[src/rtl/flag_pkg.sv]
package flag_pkg;

    localparam int DATA_W = 8;

    typedef enum logic [2:0] {
        OP_ADD = 3'd0,
        OP_ADC = 3'd1,
        OP_SUB = 3'd2,
        OP_SBB = 3'd3,
        OP_AND = 3'd4,
        OP_OR  = 3'd5,
        OP_XOR = 3'd6,
        OP_RLC = 3'd7
    } op_e;

    // bit 7 down to bit 0
    typedef struct packed {
        logic s;
        logic z;
        logic ie;
        logic h;
        logic sup;
        logic p;
        logic v;
        logic c;
    } stat_t;

    typedef struct packed {
        logic s;
        logic z;
        logic h;
        logic p;
        logic v;
        logic c;
    } arith_t;

    localparam stat_t STAT_RESET = '{s: 1'b0, z: 1'b0, ie: 1'b0, h: 1'b0,
                                     sup: 1'b1, p: 1'b0, v: 1'b0, c: 1'b0};

    function automatic stat_t merge_arith(stat_t old, arith_t f);
        stat_t n;
        n   = old;
        n.s = f.s;
        n.z = f.z;
        n.h = f.h;
        n.p = f.p;
        n.v = f.v;
        n.c = f.c;
        return n;
    endfunction

    function automatic logic uses_carry(op_e o);
        return (o == OP_ADC) || (o == OP_SBB);
    endfunction

endpackage

[src/rtl/flag_calc.sv]
module flag_calc
    import flag_pkg::*;
#(
    parameter int W = DATA_W
) (
    input  op_e            op,
    input  logic [W-1:0]   a,
    input  logic [W-1:0]   b,
    input  logic           c_in,
    output logic [W-1:0]   result,
    output arith_t         flags
);
    localparam int HALF = W / 2;

    logic              cin;
    logic [W:0]        wide;
    logic [HALF:0]     low;
    logic [W-1:0]      r;
    logic              c_out;
    logic              h_out;
    logic              v_out;

    assign cin = uses_carry(op) ? c_in : 1'b0;

    always_comb begin
        wide  = '0;
        low   = '0;
        r     = '0;
        c_out = 1'b0;
        h_out = 1'b0;
        v_out = 1'b0;
        case (op)
            OP_ADD, OP_ADC: begin
                wide  = {1'b0, a} + {1'b0, b} + {{W{1'b0}}, cin};
                low   = {1'b0, a[HALF-1:0]} + {1'b0, b[HALF-1:0]} + {{HALF{1'b0}}, cin};
                r     = wide[W-1:0];
                c_out = wide[W];
                h_out = low[HALF];
                v_out = (a[W-1] == b[W-1]) && (r[W-1] != a[W-1]);
            end
            OP_SUB, OP_SBB: begin
                wide  = {1'b0, a} - {1'b0, b} - {{W{1'b0}}, cin};
                low   = {1'b0, a[HALF-1:0]} - {1'b0, b[HALF-1:0]} - {{HALF{1'b0}}, cin};
                r     = wide[W-1:0];
                c_out = wide[W];
                h_out = low[HALF];
                v_out = (a[W-1] != b[W-1]) && (r[W-1] != a[W-1]);
            end
            OP_AND: r = a & b;
            OP_OR:  r = a | b;
            OP_XOR: r = a ^ b;
            OP_RLC: begin
                r     = {a[W-2:0], c_in};
                c_out = a[W-1];
            end
            default: r = '0;
        endcase
    end

    assign result  = r;
    assign flags.s = r[W-1];
    assign flags.z = (r == '0);
    assign flags.h = h_out;
    assign flags.p = ~^r;
    assign flags.v = v_out;
    assign flags.c = c_out;

endmodule

[src/rtl/flag_store.sv]
module flag_store
    import flag_pkg::*;
(
    input  logic   clk,
    input  logic   rst,
    input  logic   we,
    input  logic   enter,
    input  logic   ret,
    input  stat_t  reload,
    input  arith_t flags,
    output stat_t  word
);
    stat_t q;
    stat_t nxt;

    always_comb begin
        nxt = q;
        if (ret) begin
            nxt = reload;
        end else begin
            if (we) begin
                nxt = merge_arith(nxt, flags);
            end
            if (enter) begin
                nxt.ie = 1'b0;
            end
        end
    end

    always_ff @(posedge clk) begin
        if (rst) begin
            q <= STAT_RESET;
        end else begin
            q <= nxt;
        end
    end

    assign word = q;

endmodule

[src/rtl/flag_unit.sv]
module flag_unit
    import flag_pkg::*;
#(
    parameter int W = DATA_W
) (
    input  logic          clk,
    input  logic          rst,
    input  logic [2:0]    op,
    input  logic [W-1:0]  a,
    input  logic [W-1:0]  b,
    input  logic          flag_we,
    input  logic          int_enter,
    input  logic          int_return,
    input  logic [7:0]    restore_word,
    output logic [W-1:0]  result,
    output logic [7:0]    status
);
    stat_t  word;
    arith_t flags;

    flag_calc #(.W(W)) u_calc (
        .op     (op_e'(op)),
        .a      (a),
        .b      (b),
        .c_in   (word.c),
        .result (result),
        .flags  (flags)
    );

    flag_store u_store (
        .clk    (clk),
        .rst    (rst),
        .we     (flag_we),
        .enter  (int_enter),
        .ret    (int_return),
        .reload (stat_t'(restore_word)),
        .flags  (flags),
        .word   (word)
    );

    assign status = word;

endmodule

[config.mk]
export PLATFORM = sky130hd
export DESIGN_NAME = flag_unit
export DESIGN_NICKNAME = d
export VERILOG_FILES = /design/src/rtl/flag_pkg.sv /design/src/rtl/flag_calc.sv /design/src/rtl/flag_store.sv /design/src/rtl/flag_unit.sv
export SDC_FILE = /design/constraint.sdc
export NUM_CORES = 1
export LEC_CHECK = 0
export ABC_CLOCK_PERIOD_IN_PS = 4400
export BUFFER_PORTS_ARGS = -buffer_cell sky130_fd_sc_hd__buf_4
export CORE_MARGIN = 2
export CORE_UTILIZATION = 55
export CTS_BUF_LIST = sky130_fd_sc_hd__clkbuf_8
export DETAILED_ROUTE_END_ITERATION = 10
export PLACE_DENSITY_LB_ADDON = 0.3
export SYNTH_ARGS = -nofsm -noshare
export SYNTH_HDL_FRONTEND = slang
export SYNTH_SLANG_ARGS = --single-unit
[constraint.sdc]
create_clock -name clk -period 4.4 [get_ports clk]
set_input_delay 0.88 -clock clk [delete_from_list [all_inputs] [get_ports clk]]
set_output_delay 0.88 -clock clk [all_outputs]
set_load 0.01 [all_outputs]
# == Word-level counts from Yosys, hierarchy flattened ==
# Cells that the tools add are included.
# op_classes
add_sub_neg,8
eq_ne,11
n_mux,8
n_bitwise,3
n_reduce_logical,10
# op_table
operator,n
$pmux 8 s6,1
$mux 8,2
$eq 3x3->1 const B,4
$add 8x8->9,1
$add 9x1->9,1
$sub 8x8->9,1
$sub 9x1->9,1
$and 8x8->8,1
$logic_not 8->1,1
$or 8x8->8,1
$reduce_xnor 8->1,1
$xor 8x8->8,1
$eq 3x2->1 const B,2
$add 4x4->5,1
$add 5x1->5,1
$sub 4x4->5,1
$sub 5x1->5,1
$pmux 1 s2,2
$reduce_bool 2->1,2
$reduce_or 2->1,2
$eq 3x1->1 const B,1
$logic_not 3->1,1
$ne 1x1->1,3
$pmux 1 s3,1
other kinds (4),6
# word_totals
reg_bits,8
output_inout_bits,16

# == Logic depth before layout (Yosys ltp) ==
# Gate-level depths: netlist of run 1.
# logic_depth
ltp_word,10
depth_mapped,20
depth_no_buf,19

# == Modules after synthesis ==
# From an unflattened synthesis of run 1, not the netlist that was laid out.
# hier_totals
hier_cells,253
area_unflattened_um2,2043.2
# modules_own_cells
mod,instances,cells_each,area_each_um2
flag_calc,1,218,1684.1
flag_store,1,35,359.1

# == Worst setup path before layout of run 1 ==
# Ideal clock, no wire load.
# synth_timing
path_type,input port to output port
from,input port op[2]
to,output port result[7]
arrival_ns,3.215
required_time_ns,3.520
path_slack_ns,0.305
path_stages,12
n_path_buf,1
cell_sequence,clkbuf_1 > inv_2 > nand3_1 > inv_1 > fa_1 > inv_1 > ha_1 > o21ai_2 > a32oi_1 > or4b_1 > a32o_2 > inv_1
# synth_via
elab_chain_cells,5
# synth_rtl
item,line,text
start: declaration,flag_unit.sv:8,"input logic [2:0] op,"
$eq 3x1->1 or $eq 3x2->1 (tied branches),"flag_pkg.sv:53, flag_calc.sv:32",
$logic_or 1x1->1,flag_pkg.sv:53,return (o == OP_ADC) || (o == OP_SBB);
$mux 1,flag_calc.sv:23,assign cin = uses_carry(op) ? c_in : 1'b0;
$sub 9x1->9 or $add 9x1->9 (tied branches),"flag_calc.sv:42, flag_calc.sv:34",
$pmux 8 s6 (*),flag_calc.sv:32,case (op)
end: declaration,flag_unit.sv:15,"output logic [W-1:0] result,"
# Every way passes the cells marked *; elsewhere a longest branch is shown, timed or not.

# == Worst setup path after layout of run 1 ==
# layout_timing
from,input port op[0]
to,output port result[7]
# Same word-level chain as after synthesis.

==> reports/summary.txt, run 1 <==
Setup crit start kind - primary input
Vias in the first global route - 1,932
Worst r2r src - u_store.word[0]$_SDFFE_PP0P_
Layout cells sized above 1 - 0.227
Yosys Warn Count - 0
Initial DRT Pass Iterations - 4
Largest net degree at the start of global routing - 28
Run status - completed
Register-to-Register Setup Slack - 870 ps
Diodes inserted - 0
Total power - 0.518 mW
Total gr overflow - 0
Share of the synthesized area in the top cell type - 0.212
Max Fanout on Critical Path - 10
Netlist cell types - 55
Hold Fails Final Rpt - 0
Via count - 2,044
Initial Util - 0.588
Peak Freq - 239 MHz
Hpwl dp - 4070 µm
Initial antenna violation count - 0
TritonCTS clock tree - yes
Post-CTS Hold Fix Bufs - 0
Routability cong. - 0.900
First DRT Iteration DRCs - 123
Multi-input gate area - 0.00164 mm²
RSZ-0062 raised after global routing - no
Crit path required time - 3520 ps
Die W - 64.4 µm
Hold_sp - u_store.word[3]$_SDFFE_PP1P_
CTS sink count - 8
# IOs - 48
Register Area - 160 µm²
DR WL/cell - 14.2 µm
Async set-reset flop share out of synthesis - 0
Synthesized flop and latch total - 8
Worst-path clk slew - 40 ps
Worst min path class - reg2reg
CTS Buf Count - 3
Fillers - 292
Data arrival, critical path - 3300 ps
Synth area leaders - ha_1, dfxtp_1, inv_1, mux4_2, xnor2_1
Synth Net Count - 338
Dominant cell type by area after synthesis - ha_1
Max-Cap Viols - 0
Clock Skew - 0.0616 ps
Synthesized instance count - 268
Site Rows - 21
PD cells - 213 mW/mm²
CTS resizes - 0
Worst slew margin - 0.558
Finished Core Util - 0.710
VDD IR max - 82.2 µV
Number of port buffers - 47
Fin. max-slew vios - 0
DRC - 0
Post-synth design cell area - 0.00201 mm²
Die area - 0.00415 mm²
Syn Area/Cell - 7.50 µm²
Seq/Total Area, Yosys - 0.0797
Sum Neg Setup Slack - 0 ps
Area grow syn2layout - 20.7%
Max reg flops - 8
Antenna violation net count after detailed routing - 0
Min Clock Period, post-route - 4180 ps
Worst Tran Pin Value - 646 ps
Post-synth EDFFs - 0
Most instantiated library cell after synthesis - inv_1
Vias per inst - 5.77
Max clock buf depth - 2
Vert. Die Dim - 64.4 µm
Root buf cell - clkbuf_8
Fin crit share - 0.951
Crit Path Class - in2out
Crit path launch - op[0]
Setup bufs post-CTS - 0
Place WS - 214 ps
Worst hold slack - 564 ps
Worst-skew pair later-pin latency - 230 ps
H-Tree Depth - 1
Main synth FF type - dfxtp_1
Leak Pwr - 1.16 nW
All-Layer GR Usage - 0.260
Post-synth top cells - inv_1, ha_1, nor2_1
Nets - 380
Endpoints failing setup - 0
Final worst setup slack - 215 ps
Core Area - 0.00342 mm²
CP Capture Type - output pin
First-pass GRT wire length - 8710 µm
Routed wire length - 5030 µm
[cells in the final DEF, fill, tap and decap left out, types with 2 or more instances in the layout]
cell type	n
xor2_1	4
nand2b_1	3
nor2_1	22
nand3b_1	2
inv_2	3
o21a_1	2
a21oi_2	2
o21ai_0	12
a211o_1	2
nor3_1	7
nand3_1	7
and4_1	2
nand2_1	15
a221oi_1	3
xnor2_1	10
a2111oi_0	4
buf_4	49
mux4_2	5
clkbuf_8	3
fa_1	4
o21ai_1	6
inv_1	39
nor2b_1	2
a311oi_1	2
a211oi_1	3
ha_1	34
a31oi_1	4
nor3b_1	4
dfxtp_1	8
or3_1	2
a21oi_1	17
nand4_1	2
o211ai_1	3
o31a_1	2
[worst max-delay path, stage by stage]
cell and delay, ps:
buf_4 170, nand3_1 140, fa_1 530, inv_1 60, ha_1 180, o21ai_2 130
a32oi_1 200, or4b_1 540, a32o_2 310, inv_1 60, buf_4 110
[where the power goes]
part	total (mW)	internal (mW)	switching [mW]
registers	0.0825	0.0789	0.00354
clock network	0.0877	0.0592	0.0285
logic	0.347	0.165	0.182
total	0.518	0.303	0.214
[cell families after synthesis]
kind of cell / synth area share
buffers and inverters: 0.103
adder cells (fa/ha/maj): 0.252
multiplexers: 0.0610
flip-flops: 0.0797
AO/OA/AOI/OAI: 0.253
AND/OR/NAND/NOR: 0.190
XOR/XNOR: 0.0610
[per-stage QoR]
stage | std cells | instance area [µm²]
2_1_floorplan | 268 | 2010
5_1_grt | 354 | 2430
3_3_place_gp | 351 | 2380
4_1_cts | 354 | 2430
3_5_place_dp | 351 | 2380
6_report | 354 | 2430
[routing by layer]
metal	vias up	part of all wire	global-route usage
li1	1033	-	-
met1	920	0.43	0.351
met2	85	0.48	0.453
met3	6	0.078	0.0260
met4	0	0.0091	0.0505
met5	-	0	0
[path summary, 6_finish.rpt]
check | endpoint | depth (start not counted)
worst max-delay path | result[7] | 11
worst min-delay path | u_store.word[3]$_SDFFE_PP1P_ | 2
worst max register to register | u_store.word[2]$_SDFFE_PP0P_ | 13
worst min register to register | u_store.word[3]$_SDFFE_PP1P_ | 2
[layout make-up]
| cell class | instances | share of cell area |
|---|---|---|
| Multi-Input combinational cell | 206 | 0.677 |
| Timing Repair Buffer | 49 | 0.152 |
| Sequential cell | 8 | 0.0660 |
| Inverter | 42 | 0.0650 |
| Tap cell | 46 | 0.0237 |
| Clock buffer | 3 | 0.0170 |
Power figures use the tool's default switching activity.
==> run 2, diff against run 1 <==
- ABC_AREA: unset -> 1
==> reports/summary.txt, run 2 <==
Run status - completed
Nets - 415 (+9.2%)
Initial antenna violation count - 0 (unchanged)
Most instantiated library cell after synthesis - inv_1
Min Clock Period, post-route - 4000 ps (-182 ps)
Clock Skew - 3.28 ps (+3.22 ps)
Area grow syn2layout - 22.8%
Dominant cell type by area after synthesis - ha_1
Synth area leaders - ha_1, inv_1, nand2_1, dfxtp_1, nand3_1
CTS sink count - 8 (unchanged)
Fin crit share - 0.910 (-0.0414)
Largest stage delay on the critical path - 550 ps (about the same)
Max clock buf depth - 2 (unchanged)
Hpwl dp - 4200 µm (+3.3%)
Share of the synthesized area in the top cell type - 0.224 (+0.0120)
Endpoints failing setup - 0 (unchanged)
Finished Core Util - 0.700 (-0.0106)
All-Layer GR Usage - 0.264 (+0.00332)
# IOs - 48 (unchanged)
Die area - 0.00394 mm² (-5.0%)
CTS resizes - 0 (unchanged)
Crit path required time - 3520 ps (about the same)
Vias per inst - 5.44 (-5.8%)
Commonest non-fill, non-tap cells in the layout - inv_1, nand2_1, buf_4
Via count - 2,116 (+3.5%)
PD cells - 214 mW/mm² (+0.27%)
Leak Pwr - 1.32 nW (+13%)
Hold Fails Final Rpt - 0 (unchanged)
Setup crit start kind - primary input
Critical Path Slowest Stage Cell - fa_1
Syn Area/Cell - 6.43 µm² (-14%)
Peak Freq - 250 MHz (+4.6%)
Setup bufs post-CTS - 0 (unchanged)
Yosys Warn Count - 0 (unchanged)
Worst-skew pair later-pin latency - 240 ps (about the same)
Fillers - 310 (+6.2%)
Worst-path clk slew - 40 ps (about the same)
Crit Path Class - in2out
Place WS - 427 ps (+213 ps)
Hold_sp - u_store.word[5]$_SDFFE_PP0P_
Core Area - 0.00334 mm² (-2.3%)
Buf/Inv on CP - 5 (+1)
Largest net degree at the start of global routing - 12 (-57%)
Register Area - 160 µm² (unchanged)
Post-synth top cells - inv_1, nand2_1, ha_1
TritonCTS clock tree - yes
Multi-input gate area - 0.00144 mm² (-12%)
Main synth FF type - dfxtp_1
Worst slew margin - 0.662 (+0.104)
DR WL/cell - 13.3 µm (-6.7%)
Commonest non-fill, non-tap cell in the layout - inv_1
Max reg flops - 8 (unchanged)
VDD IR max - 137 µV (+66%)
Netlist cell types - 34 (-38%)
Sw Ratio - 0.439 (+0.0255)
Synth Net Count - 366 (+8.3%)
First-pass GRT wire length - 8360 µm (-4.0%)
Final worst setup slack - 398 ps (+182 ps)
Crit path launch - op[2]
Max-Cap Viols - 0 (unchanged)
Initial DRT Pass Iterations - 5 (+1)
Vert. Die Dim - 62.8 µm (-2.5%)
CP Capture Type - output pin
Clock power share - 0.188 (+0.019)
Die W - 62.8 µm (-2.5%)
Post-CTS Hold Fix Bufs - 0 (unchanged)
Seq/Total Area, Yosys - 0.0842 (+0.00451)
Worst Tran Pin Value - 505 ps (-141 ps)
Sum Neg Setup Slack - 0 ps (unchanged)
Post-synth EDFFs - 0 (unchanged)
CP most frequent cell - nand2_1
Fin. max-slew vios - 0 (unchanged)
Worst r2r src - u_store.word[0]$_SDFFE_PP0P_
Diodes inserted - 0 (unchanged)
Total gr overflow - 0 (unchanged)
Worst hold slack - 493 ps (-70.5 ps)
Cell Count, Final, Fillers Out - 389 (+9.9%)
Synthesized instance count - 296 (+10%)
Initial Util - 0.570 (-0.0183)
Combinational fraction of design power - 0.647 (-0.024)
First DRT Iteration DRCs - 98 (-20%)
Root buf cell - clkbuf_8
Total net switching power - 0.219 mW (+2.4%)
Data arrival, critical path - 3120 ps (-180 ps)
Worst min path class - reg2reg
RSZ-0062 raised after global routing - no
CP Cell Sequence - buf_4 -> nor3_1 -> inv_1 -> fa_1 -> inv_1 -> ha_1 -> o21ai_0 -> nand2_1 -> nand2_1 -> nand2_1 -> nand2_1 -> nand3_1 -> nand3_2 -> nand2_1 -> inv_1 -> buf_4
Sequential share of power - 0.165 (+0.006)
Routability cong. - 0.923 (+2.5%)
CTS Buf Count - 3 (unchanged)
Async set-reset flop share out of synthesis - 0 (unchanged)
Layout cells sized above 1 - 0.192 (-0.0349)
Max Fanout on Critical Path - 7 (-3)
Inst Count DP - 386 (+10%)
Internal - 0.280 mW (-7.7%)
Antenna violation net count after detailed routing - 0 (unchanged)
H-Tree Depth - 1 (unchanged)
Post-synth design cell area - 0.00190 mm² (-5.4%)
Site Rows - 21 (unchanged)
Top delay family on crit path - simple AND/OR/NAND/NOR gates
DRC - 0 (unchanged)
Synthesized flop and latch total - 8 (unchanged)
Vias in the first global route - 1,995 (+3.3%)
Routed wire length - 5160 µm (+2.6%)
Number of port buffers - 47 (unchanged)
run 2: cell count changes after synthesis, sizes merged, moves of 9 or more:
cell and change:
nor2 -9, nand3 +29, inv +31, nand2 +45
o21ai -13
run 2: layout make-up:
type                    instances  share of cell area
multi-input cells             211               0.617
inverters                      73               0.117
flip-flops and latches          8              0.0686
well taps                      46              0.0247
clock buffers                   3              0.0177
repair buffers                 48               0.154
run 2: path summary, 6_finish.rpt:
kind | end | slack, ps | cells after the start
max | result[7] | 400 | 16
min | u_store.word[5]$_SDFFE_PP0P_ | 490 | 2
max reg2reg | u_store.word[2]$_SDFFE_PP0P_ | 1140 | 19
min reg2reg | u_store.word[5]$_SDFFE_PP0P_ | 490 | 2
run 2: routing by layer:
| layer | wire, µm | up-vias | part of all wire | GRT usage |
|---|---|---|---|---|
| met2 | 2510 | 95 | 0.49 | 0.472 |
| met3 | 420 | 12 | 0.081 | 0.0541 |
| met4 | 137 | 0 | 0.027 | 0.0972 |
| li1 | - | 1053 | - | - |
| met1 | 2090 | 956 | 0.41 | 0.307 |
| met5 | 0 | - | 0 | 0 |
run 2: kinds of logic after synthesis:
logic type      after synthesis  synth area share
flops                         8            0.0842
xor+xnor                     10            0.0461
compound gates               47             0.166
buf+inv                      77             0.158
simple gates                116             0.280
fa+ha+maj                    38             0.266
run 2: tightest hold or removal path, cell delays in order (launching register included):
cell and delay, ps:
dfxtp_1 320, a22oi_1 70, nor2_1 70
run 2: power groups by stage:
stage               combinational, mW  clock [mW]  sequential [mW]
floorplan                       0.214           0           0.0856
global placement                0.310           0           0.0832
detailed placement              0.319           0           0.0836
CTS                             0.320      0.0950           0.0824
global route                    0.361      0.0999           0.0830
finish                          0.323      0.0938           0.0826
run 2: stage by stage:
| step | instance area, µm² | power (mW) |
|---|---|---|
| after floorplan | 1900 | 0.300 |
| after global placement | 2290 | 0.393 |
| after detailed placement | 2290 | 0.403 |
| after CTS | 2330 | 0.498 |
| after global routing | 2330 | 0.544 |
| final | 2330 | 0.500 |
==> run 3, diff against run 2 <==
==> constraint.sdc (replaced) <==
create_clock -name clk -period 4.4 [get_ports clk]
set_input_delay 0.44 -clock clk [delete_from_list [all_inputs] [get_ports clk]]
set_output_delay 0.44 -clock clk [all_outputs]
set_load 0.01 [all_outputs]
==> reports/summary.txt, run 3 (synthesis gave the netlist of run 2 again) <==
Worst-path clk slew - 40 ps (about the same)
Diodes inserted - 0 (unchanged)
Core Area - 0.00334 mm² (unchanged)
Crit path launch - u_store.word[0]$_SDFFE_PP0P_
DR WL/cell - 13.3 µm (-0.13%)
First DRT Iteration DRCs - 127 (+30%)
TritonCTS clock tree - yes
PD cells - 212 mW/mm² (-1.1%)
CP Capture Type - flop
CTS resizes - 0 (unchanged)
Root buf cell - clkbuf_8
Initial Util - 0.570 (unchanged)
Commonest non-fill, non-tap cells in the layout - inv_1, nand2_1, buf_4
Clock Skew - 2.64 ps (-0.645 ps)
Reg2reg path depth - 19 (unchanged)
Die W - 62.8 µm (unchanged)
Post-CTS Hold Fix Bufs - 0 (unchanged)
# IOs - 48 (unchanged)
Total gr overflow - 0 (unchanged)
Place WS - 996 ps (+569 ps)
DRC - 0 (unchanged)
Max Fanout on Critical Path - 4 (-3)
All-Layer GR Usage - 0.275 (+0.0119)
Vias in the first global route - 2,016 (+1.1%)
Setup bufs post-CTS - 0 (unchanged)
Largest net degree at the start of global routing - 12 (unchanged)
CTS Buf Count - 3 (unchanged)
Antenna violation net count after detailed routing - 0 (unchanged)
Internal - 0.279 mW (-0.49%)
Hold Path Cell Cnt - 3 (+1)
Worst-skew pair later-pin latency - 230 ps (about the same)
Crit path required time - 4560 ps (+1040 ps)
RSZ-0062 raised after global routing - no
Max-Cap Viols - 0 (unchanged)
Via count - 2,096 (-0.95%)
Final worst setup slack - 1150 ps (+756 ps)
H-Tree Depth - 1 (unchanged)
Leak Pwr - 1.31 nW (-0.39%)
Setup crit start kind - flop
Hold_sp - restore_word[3]
Number of port buffers - 47 (unchanged)
Sum Neg Setup Slack - 0 ps (unchanged)
Hpwl dp - 4070 µm (-3.0%)
Worst min path class - in2reg
Commonest non-fill, non-tap cell in the layout - inv_1
VDD IR max - 146 µV (+6.9%)
Die area - 0.00394 mm² (unchanged)
Initial DRT Pass Iterations - 5 (unchanged)
Combinational fraction of design power - 0.651 (+0.004)
Min Clock Period, post-route - 3250 ps (-756 ps)
Max reg flops - 8 (unchanged)
Worst Tran Pin Value - 908 ps (+403 ps)
Hold Fails Final Rpt - 0 (unchanged)
Routability cong. - 0.937 (+1.5%)
Routed wire length - 5140 µm (-0.39%)
Nets - 414 (-0.24%)
CTS sink count - 8 (unchanged)
Total net switching power - 0.213 mW (-2.7%)
Sw Ratio - 0.434 (-0.00553)
Crit Path Class - reg2reg
Data arrival, critical path - 3410 ps (+290 ps)
Vert. Die Dim - 62.8 µm (unchanged)
Layout cells sized above 1 - 0.190 (-0.00236)
Capture point of the critical path - u_store.word[2]$_SDFFE_PP0P_
Max clock buf depth - 2 (unchanged)
Initial antenna violation count - 0 (unchanged)
Worst r2r src - u_store.word[0]$_SDFFE_PP0P_
Cell Count, Final, Fillers Out - 388 (-0.26%)
First-pass GRT wire length - 8840 µm (+5.7%)
Register-to-Register Setup Slack - 1150 ps (about the same)
Vias per inst - 5.40 (-0.69%)
Run status - completed
Fin crit share - 0.738 (-0.172)
Endpoints failing setup - 0 (unchanged)
Peak Freq - 308 MHz (+23%)
Inst Count DP - 385 (-0.26%)
R2r endpoint - u_store.word[2]$_SDFFE_PP0P_
Worst slew margin - 0.392 (-0.270)
Sequential share of power - 0.167 (+0.002)
Site Rows - 21 (unchanged)
Area grow syn2layout - 22.4%
Fin. max-slew vios - 0 (unchanged)
Clock power share - 0.181 (-0.007)
[run 3: changes by cell type in the layout (fill, tap and decap cells not counted)]
cell   before  now
buf_4      48   47
[run 3: cell type report]
class	count	area, µm²
Clock buffer	3	41.3
Fill cell	313	1010
Tap cell	46	57.6
Inverter	73	274
Timing Repair Buffer	47	353
Multi-Input combinational cell	211	1440
Sequential cell	8	160
[run 3: routing by layer]
layer  track usage  wire [µm]  vias to the layer above
met1         0.355       2160                      942
li1              -          -                     1052
met5             0          0                        -
met4        0.0583         78                        0
met2         0.478       2450                       94
met3        0.0486        461                        8
[run 3: worst min path at each step]
stage and endpoint:
2_1_floorplan u_store.word[3]$_SDFFE_PP1P_, 3_3_place_gp u_store.word[3]$_SDFFE_PP1P_, 4_1_cts u_store.word[7]$_SDFFE_PP0P_, 5_1_grt u_store.word[7]$_SDFFE_PP0P_
6_report u_store.word[3]$_SDFFE_PP1P_, 3_5_place_dp u_store.word[3]$_SDFFE_PP1P_
[run 3: power groups by stage]
stage / combinational (mW) / sequential (mW) / clock, mW
2_1_floorplan: 0.214 / 0.0856 / 0
3_3_place_gp: 0.310 / 0.0830 / 0
3_5_place_dp: 0.316 / 0.0834 / 0
4_1_cts: 0.317 / 0.0824 / 0.0900
5_1_grt: 0.362 / 0.0829 / 0.0936
6_report: 0.321 / 0.0824 / 0.0892
[run 3: per-stage QoR]
step           utilization  power, mW  hold WS, ps  area [µm²]
6_report             0.697      0.492          420        2330
5_1_grt              0.697      0.539          438        2330
4_1_cts              0.697      0.490          424        2330
3_5_place_dp         0.685      0.399          464        2290
3_3_place_gp         0.685      0.393          441        2290
2_1_floorplan            -      0.300          490        1900
[run 3: critical path: stages (launching register included)]
cell and delay [ps]:
dfxtp_1 380, inv_1 50, nor3_1 280, inv_1 90, fa_1 540, inv_1 60, ha_1 160, o21ai_0 140
nand2_1 120, nand2_1 120, nand2_1 80, nand2_1 80, nand3_1 80, nand3_2 80, nand2_1 70, ha_1 290
xnor2_1 200, xnor2_1 140, nand2_1 60, a31oi_1 130
